$ cat config.mk
export PLATFORM = sky130hd
export DESIGN_NAME = spi_stream_engine
export DESIGN_NICKNAME = d
export VERILOG_FILES = /design/src/rtl/spi_stream_pkg.sv /design/src/rtl/spi_edge_sync.sv /design/src/rtl/spi_addr_gen.sv /design/src/rtl/spi_stream_engine.sv
export SDC_FILE = /design/constraint.sdc
export NUM_CORES = 1
export LEC_CHECK = 0
export BUFFER_PORTS_ARGS = -buffer_cell sky130_fd_sc_hd__buf_2
export CORE_MARGIN = 4
export CORE_UTILIZATION = 50
export DETAILED_ROUTE_END_ITERATION = 8
export GPL_TIMING_DRIVEN = 0
export PLACE_DENSITY = 0.7
export SYNTH_ARGS = -nofsm -noshare
export SYNTH_HDL_FRONTEND = slang
export SYNTH_SLANG_ARGS = --single-unit
$ cat constraint.sdc
create_clock -name clk -period 6.5 [get_ports clk]
set_clock_uncertainty 0.1 [all_clocks]
set_input_delay 1.3 -clock clk [delete_from_list [all_inputs] [get_ports clk]]
set_output_delay 1.3 -clock clk [all_outputs]
set_load 0.02 [all_outputs]
$ cat src/rtl/spi_stream_pkg.sv
package spi_stream_pkg;

   typedef enum logic {
      PH_INSTR = 1'b0,
      PH_DATA  = 1'b1
   } phase_e;

   typedef struct packed {
      logic sclk;
      logic cs_n;
      logic sdi;
   } pin_s;

   localparam pin_s PIN_IDLE = '{sclk: 1'b0, cs_n: 1'b1, sdi: 1'b0};

endpackage

$ cat src/rtl/spi_edge_sync.sv
module spi_edge_sync
   import spi_stream_pkg::*;
#(
   parameter int SYNC_STAGES = 2
) (
   input  logic clk,
   input  logic rst_n,
   input  logic sclk,
   input  logic cs_n,
   input  logic sdi,
   output logic sclk_rise,
   output logic sclk_fall,
   output logic cs_act,
   output logic sdi_s
);

   generate
      if (SYNC_STAGES < 1 || SYNC_STAGES > 4) begin : g_bad_stages
         $error("spi_edge_sync: SYNC_STAGES must lie in 1..4");
      end
   endgenerate

   pin_s pipe_q [SYNC_STAGES];
   logic sclk_prev_q;

   always_ff @(posedge clk or negedge rst_n) begin
      if (!rst_n) begin
         for (int i = 0; i < SYNC_STAGES; i++) pipe_q[i] <= PIN_IDLE;
         sclk_prev_q <= 1'b0;
      end else begin
         pipe_q[0] <= '{sclk: sclk, cs_n: cs_n, sdi: sdi};
         for (int i = 1; i < SYNC_STAGES; i++) pipe_q[i] <= pipe_q[i-1];
         sclk_prev_q <= pipe_q[SYNC_STAGES-1].sclk;
      end
   end

   assign sclk_rise = pipe_q[SYNC_STAGES-1].sclk & ~sclk_prev_q;
   assign sclk_fall = ~pipe_q[SYNC_STAGES-1].sclk & sclk_prev_q;
   assign cs_act    = ~pipe_q[SYNC_STAGES-1].cs_n;
   assign sdi_s     = pipe_q[SYNC_STAGES-1].sdi;

endmodule

$ cat src/rtl/spi_addr_gen.sv
module spi_addr_gen #(
   parameter int          ADDR_W       = 15,
   parameter int          LEN_W        = 8,
   parameter int unsigned HI_BASE      = 32'h29,
   parameter bit          LOOP_SUPPORT = 1'b1
) (
   input  logic              clk,
   input  logic              rst_n,
   input  logic              load,
   input  logic              step,
   input  logic [ADDR_W-1:0] start_addr,
   input  logic              cfg_descend,
   input  logic [LEN_W-1:0]  cfg_loop_len,
   output logic [ADDR_W-1:0] cur_addr
);

   localparam logic [ADDR_W-1:0] HI_ADDR = ADDR_W'(HI_BASE);

   logic [ADDR_W-1:0] base_q, cur_q;
   logic [LEN_W-1:0]  len_q, idx_q;
   logic              desc_q;
   logic              wrap_now;

   generate
      if (LOOP_SUPPORT) begin : g_loop
         assign wrap_now = (len_q != '0) && (idx_q == len_q - LEN_W'(1));

         // Window index never reaches the programmed length
         assert_window_bound_R7: assert property (@(posedge clk) disable iff (!rst_n)
            (len_q != '0) |-> (idx_q < len_q));
      end else begin : g_free
         assign wrap_now = 1'b0;
      end
   endgenerate

   always_ff @(posedge clk or negedge rst_n) begin
      if (!rst_n) begin
         base_q <= '0;
         cur_q  <= '0;
         len_q  <= '0;
         idx_q  <= '0;
         desc_q <= (HI_ADDR == '0);
      end else if (load) begin
         base_q <= start_addr;
         cur_q  <= start_addr;
         len_q  <= cfg_loop_len;
         idx_q  <= '0;
         desc_q <= cfg_descend || (start_addr >= HI_ADDR);
      end else if (step) begin
         if (wrap_now) begin
            cur_q <= base_q;
            idx_q <= '0;
         end else begin
            cur_q <= desc_q ? cur_q - ADDR_W'(1) : cur_q + ADDR_W'(1);
            idx_q <= idx_q + LEN_W'(1);
         end
      end
   end

   assign cur_addr = cur_q;

   // A frame based in the upper region always steps downward
   assert_upper_descends_R8: assert property (@(posedge clk) disable iff (!rst_n)
      (base_q >= HI_ADDR) |-> desc_q);

endmodule

$ cat src/rtl/spi_stream_engine.sv
module spi_stream_engine
   import spi_stream_pkg::*;
#(
   parameter int          ADDR_W       = 15,
   parameter int          LEN_W        = 8,
   parameter int unsigned HI_BASE      = 32'h29,
   parameter int          SYNC_STAGES  = 2,
   parameter bit          LOOP_SUPPORT = 1'b1
) (
   input  logic              clk,
   input  logic              rst_n,
   input  logic              sclk,
   input  logic              cs_n,
   input  logic              sdi,
   output logic              sdo,
   output logic              sdo_oe,
   input  logic              cfg_single,
   input  logic              cfg_descend,
   input  logic [LEN_W-1:0]  cfg_loop_len,
   output logic [ADDR_W-1:0] rf_raddr,
   input  logic [7:0]        rf_rdata,
   output logic              rf_wen,
   output logic [ADDR_W-1:0] rf_waddr,
   output logic [7:0]        rf_wdata
);

   localparam int INSTR_W = ADDR_W + 1;
   localparam int CNT_W   = $clog2(INSTR_W);

   generate
      if (ADDR_W < 8 || ADDR_W > 30) begin : g_bad_addr
         $error("spi_stream_engine: ADDR_W must lie in 8..30");
      end
      if (LEN_W < 1 || LEN_W > 16) begin : g_bad_len
         $error("spi_stream_engine: LEN_W must lie in 1..16");
      end
      if (HI_BASE >= (32'd1 << ADDR_W)) begin : g_bad_hi
         $error("spi_stream_engine: HI_BASE outside the address space");
      end
   endgenerate

   logic sclk_rise, sclk_fall, cs_act, sdi_s;

   spi_edge_sync #(
      .SYNC_STAGES (SYNC_STAGES)
   ) u_sync (
      .clk       (clk),
      .rst_n     (rst_n),
      .sclk      (sclk),
      .cs_n      (cs_n),
      .sdi       (sdi),
      .sclk_rise (sclk_rise),
      .sclk_fall (sclk_fall),
      .cs_act    (cs_act),
      .sdi_s     (sdi_s)
   );

   phase_e             phase_q;
   logic [CNT_W-1:0]   bit_cnt_q;
   logic [INSTR_W-1:0] in_sr_q;
   logic [7:0]         out_sr_q;
   logic               is_read_q, single_q, done_q;
   logic               instr_last, byte_last, step_addr;
   logic [ADDR_W-1:0]  start_addr, cur_addr;

   always_comb begin
      instr_last = sclk_rise && cs_act && (phase_q == PH_INSTR)
                   && (bit_cnt_q == CNT_W'(INSTR_W - 1));
      byte_last  = sclk_rise && cs_act && (phase_q == PH_DATA)
                   && (bit_cnt_q == CNT_W'(7));
      step_addr  = byte_last && !single_q;
      start_addr = {in_sr_q[ADDR_W-2:0], sdi_s};
   end

   spi_addr_gen #(
      .ADDR_W       (ADDR_W),
      .LEN_W        (LEN_W),
      .HI_BASE      (HI_BASE),
      .LOOP_SUPPORT (LOOP_SUPPORT)
   ) u_addr (
      .clk          (clk),
      .rst_n        (rst_n),
      .load         (instr_last),
      .step         (step_addr),
      .start_addr   (start_addr),
      .cfg_descend  (cfg_descend),
      .cfg_loop_len (cfg_loop_len),
      .cur_addr     (cur_addr)
   );

   always_ff @(posedge clk or negedge rst_n) begin
      if (!rst_n) begin
         phase_q   <= PH_INSTR;
         bit_cnt_q <= '0;
         in_sr_q   <= '0;
         out_sr_q  <= '0;
         is_read_q <= 1'b0;
         single_q  <= 1'b0;
         done_q    <= 1'b0;
         rf_wen    <= 1'b0;
         rf_waddr  <= '0;
         rf_wdata  <= '0;
      end else if (!cs_act) begin
         phase_q   <= PH_INSTR;
         bit_cnt_q <= '0;
         out_sr_q  <= '0;
         done_q    <= 1'b0;
         rf_wen    <= 1'b0;
      end else begin
         rf_wen <= 1'b0;
         if (sclk_rise) begin
            in_sr_q <= {in_sr_q[INSTR_W-2:0], sdi_s};
            if (instr_last) begin
               phase_q   <= PH_DATA;
               bit_cnt_q <= '0;
               is_read_q <= in_sr_q[INSTR_W-2];
               single_q  <= cfg_single;
            end else if (byte_last) begin
               bit_cnt_q <= '0;
               if (!is_read_q && !done_q) begin
                  rf_wen   <= 1'b1;
                  rf_waddr <= cur_addr;
                  rf_wdata <= {in_sr_q[6:0], sdi_s};
               end
               if (single_q) done_q <= 1'b1;
            end else begin
               bit_cnt_q <= bit_cnt_q + CNT_W'(1);
            end
         end else if (sclk_fall && (phase_q == PH_DATA)) begin
            if (bit_cnt_q == '0) out_sr_q <= (is_read_q && !done_q) ? rf_rdata : 8'h00;
            else                 out_sr_q <= {out_sr_q[6:0], 1'b0};
         end
      end
   end

   assign rf_raddr = cur_addr;
   assign sdo_oe   = ~cs_n;
   assign sdo      = out_sr_q[7];

   // Write strobes are one cycle wide
   assert_wen_single_cycle_R3: assert property (@(posedge clk) disable iff (!rst_n)
      rf_wen |=> !rf_wen);

   // A strobe only follows a cycle with the frame selected
   assert_wen_in_frame_R1: assert property (@(posedge clk) disable iff (!rst_n)
      rf_wen |-> $past(cs_act));

   // Deselect silences the write port on the next cycle
   assert_abort_silent_R10: assert property (@(posedge clk) disable iff (!rst_n)
      !cs_act |=> !rf_wen);

   // Once the single access is spent, no further strobe
   assert_single_once_R6: assert property (@(posedge clk) disable iff (!rst_n)
      $past(done_q) |-> !rf_wen);

endmodule

==> results.md <==
* Power Dens Cells at 205 mW/mm^2
* Adder-Cell Fraction of Synth Area at 4.50%
* Placed Instance Area at 0.00590 mm^2
* Max Slew Vio Count at 0
* Unrepaired setup endpoints after global routing: false
* Worst setup EP type: flip-flop
* Core Rows at 37
* Run status: complete, no violations
* Syn nets at 614
* Post-CTS Setup Repair Bufs at 0
* Routed Wire Length at 12.8 mm
* Post-synthesis xor/xnor area fraction at 3.41%
* Leak at 3.11 nW
* Share of the yosys chip area belonging to registers at 50.7%
* Total global routing overflow at 0
* Hold Slack at 0.256 ns
* Min Clock Period, post-route at 3.10 ns
* Core footprint at 0.0104 mm^2
* CTS Buffer Depth at 2
* Largest net degree at the start of global routing at 73
* Hold EP: u_sync.sdi_s$_DFF_PN0_
* Die X at 112 um
* Syn Inst Count at 573
* Vias in the first global route at 4428
* Util after Layout at 58.6%
* Distinct cell type count after synthesis at 56
* Mapped Avg Cell Area at 9.40 um^2
* Post-route ant nets at 0
* Antenna violations before repair at 0
* Worst vdd rail ir drop at 0.000127 V
* Compound-Gate Fraction of Synth Area at 13.5%
* DR WL/cell at 16.2 um
* Min-delay worst type: flip-flop to flip-flop
* Gr usage total at 21.3%
* Detailed placement HPWL at 9.16 mm
* Leading area contributor after synthesis: dfrtp_1
* Worst path arrival time at 3.24 ns
* H-tree Lvls at 3
* Yosys top cell area share at 49.7%
* Fill count at 938
* Reg-to-reg startpoint: u_addr.desc_q$_DFFE_PN0P_
* FF+latch area at 0.00273 mm^2
* Global-route wire length before repair at 21.8 mm
* WHS Path Cells at 0
* Share of cells above drive strength 1 at 15.6%
* Final worst-path cycle share at 47.6%
* Pwr Total at 1.25 mW
* Area of the multi-input gates at 0.00253 mm^2
* Antenna Cells at 0
* Area grow syn2layout at 13.3%
* Upper clock frequency limit at 323 MHz
* Number of enable flip-flop cells after synthesis at 0
* Total die area at 0.0125 mm^2
* Vias at 4444
* Die Height at 112 um
* Synth Register Bits at 109
* IO buf count at 63
* CTS root buf: clkbuf_8
* DR vias/cell at 5.63
* Initial cell density of the core at 51.7%
* Hold wc startpoint: u_sync.pipe_q[3]$_DFF_PN0_
* Reg clk slew, reported paths at 0.10 ns
* Hold buffer count at CTS at 0
* Worst slew margin at 24.7%
* CP max FO at 16
* RR Endpoint: u_addr.cur_addr[12]$_DFFE_PN0P_
* Layout Nets at 689
* Post-route DRC violation count at 0
* Resize count post-CTS at 0
* Finished Cell Area at 0.00611 mm^2
* Cell Area, Synth at 0.00539 mm^2
* Max cap viols at 0
* GPL Wtd Cong at 0.848
* Setup CP Type: flip-flop to flip-flop
* Initial DRC Count at 344
* IO Count at 64
* Yosys warning total at 0
* Clk_lat worst skew at 0.37 ns
* Worst-Margin Slew at 1.12 ns
* Fin Setup TNS at 0 ns
* Final Hold Viols at 0
* Ys async rst share at 100%
* Critical path startpoint category: flip-flop
* CTS tree: done
* Synth top area cells: dfrtp_1 (50%), nand2_1 (12%), ha_1 (3.9%), mux2_2 (3.1%), nand3_1 (2.3%)
* Drt first pass iters at 4
* TritonCTS Sinks at 109
* Post-Synth Simple-Gate Area at 22.1%
* R2R setup slack at 3.40 ns
* Required @ worst endpoint at 6.65 ns
* Final Setup Violations at 0
* Worst r2r path cells at 8
* Mux cell area share after synthesis at 3.51%
* CTS Buf Count at 9
* Ys flop type: dfrtp_1
* Largest family of logic cells by synthesized area: simple AND/OR/NAND/NOR gates
==> where the power goes <==
| group | switching, mW | internal, mW |
|---|---|---|
| registers | 0.0413 | 0.704 |
| clock network | 0.217 | 0.219 |
| logic | 0.0343 | 0.0356 |
==> area by class of cell <==
type | instances | area share [%]
clock buffers | 14 | 2.34
clock inverters | 2 | 0.983
repair buffers | 64 | 5.65
inverters | 10 | 0.615
plain buffers | 21 | 1.48
flip-flops and latches | 109 | 44.7
well taps | 136 | 2.79
multi-input cells | 433 | 41.4
==> synth_stat cells, drive strengths merged, types with 6 or more instances <==
| cell | count |
|---|---|
| nand2 | 173 |
| dfrtp | 107 |
| nand3 | 25 |
| mux2 | 15 |
| buf | 7 |
| a31oi | 9 |
| xor2 | 12 |
| nand2b | 9 |
| inv | 10 |
| o21ai | 23 |
| a311oi | 8 |
| xnor2 | 9 |
| nor2 | 24 |
| clkbuf | 14 |
| a21o | 11 |
| a21oi | 23 |
| nor3 | 6 |
| ha | 17 |
==> cells in the final DEF (no fill, tap or decap), types with 3 or more instances in the layout <==
cell type  instances
nand2_1          173
dfrtp_1          107
buf_2             64
nand3_1           25
nor2_1            24
o21ai_0           22
a21oi_1           21
clkbuf_1          18
ha_1              17
mux2_2            15
xor2_1            12
a21o_1            11
inv_1             10
nand2b_1           9
xnor2_1            9
a31oi_1            9
clkbuf_8           9
a311oi_1           8
nor3_1             6
nand4_1            5
nor2b_1            5
a22oi_1            5
buf_1              4
o2111ai_1          4
or3_1              4
nor4_1             4
a222oi_1           4
or4_1              3
and3_1             3
o211ai_1           3
==> worst max-delay path, cell delays in order (launching register included) <==
cell and delay, ns:
dfrtp_1 0.73, ha_1 0.40, a21o_1 0.20, a21oi_1 0.14, nand2_1 0.14, a311oi_1 0.72
nor4bb_1 0.12, o31ai_1 0.32, nand3_1 0.11
==> flip-flops by register name, summed over array words and instances (netlist names) <==
name and cells:
bit_cnt_q 4, done_q 1, in_sr_q 15, is_read_q 1
out_sr_q 8, phase_q 1, rf_waddr 15, rf_wdata 8
rf_wen 1, single_q 1, u_addr.base_q 15, u_addr.cur_addr 15
u_addr.desc_q 1, u_addr.idx_q 8, u_addr.len_q 8, u_sync.pipe_q 5
u_sync.sclk_prev_q 1, u_sync.sdi_s 1
==> how the worst max path moves through the flow <==
stage | startpoint | to | cells past startpoint
2_1_floorplan | cs_n | sdo_oe | 1
3_3_place_gp | rst_n | u_addr.idx_q[3]$_DFFE_PN0P_ | 1
3_5_place_dp | u_addr.desc_q$_DFFE_PN0P_ | u_addr.cur_addr[12]$_DFFE_PN0P_ | 8
4_1_cts | u_addr.desc_q$_DFFE_PN0P_ | u_addr.cur_addr[12]$_DFFE_PN0P_ | 8
5_1_grt | u_addr.desc_q$_DFFE_PN0P_ | u_addr.cur_addr[12]$_DFFE_PN0P_ | 8
6_report | u_addr.desc_q$_DFFE_PN0P_ | u_addr.cur_addr[12]$_DFFE_PN0P_ | 8
==> layer usage <==
metal | global-route usage, % | part of all wire [%]
met2 | 33.9 | 48
met4 | 5.84 | 1.2
met1 | 31.0 | 47
met5 | 0 | 0
met3 | 2.77 | 3.9
==> kinds of logic (layout without fill, tap and decap cells) <==
kind of cell,Yosys count,after routing
simple gates,271,271
buf+inv,31,111
fa+ha+maj,19,19
xor+xnor,21,21
mux,17,17
compound gates,105,105
flops,109,109
==> metrics by stage <==
stage	cells	setup slack, ns
6_report	789	3.40
3_3_place_gp	772	2.84
5_1_grt	789	3.19
2_1_floorplan	573	3.67
3_5_place_dp	773	3.46
4_1_cts	789	3.45
Power figures use the tool's default switching activity.
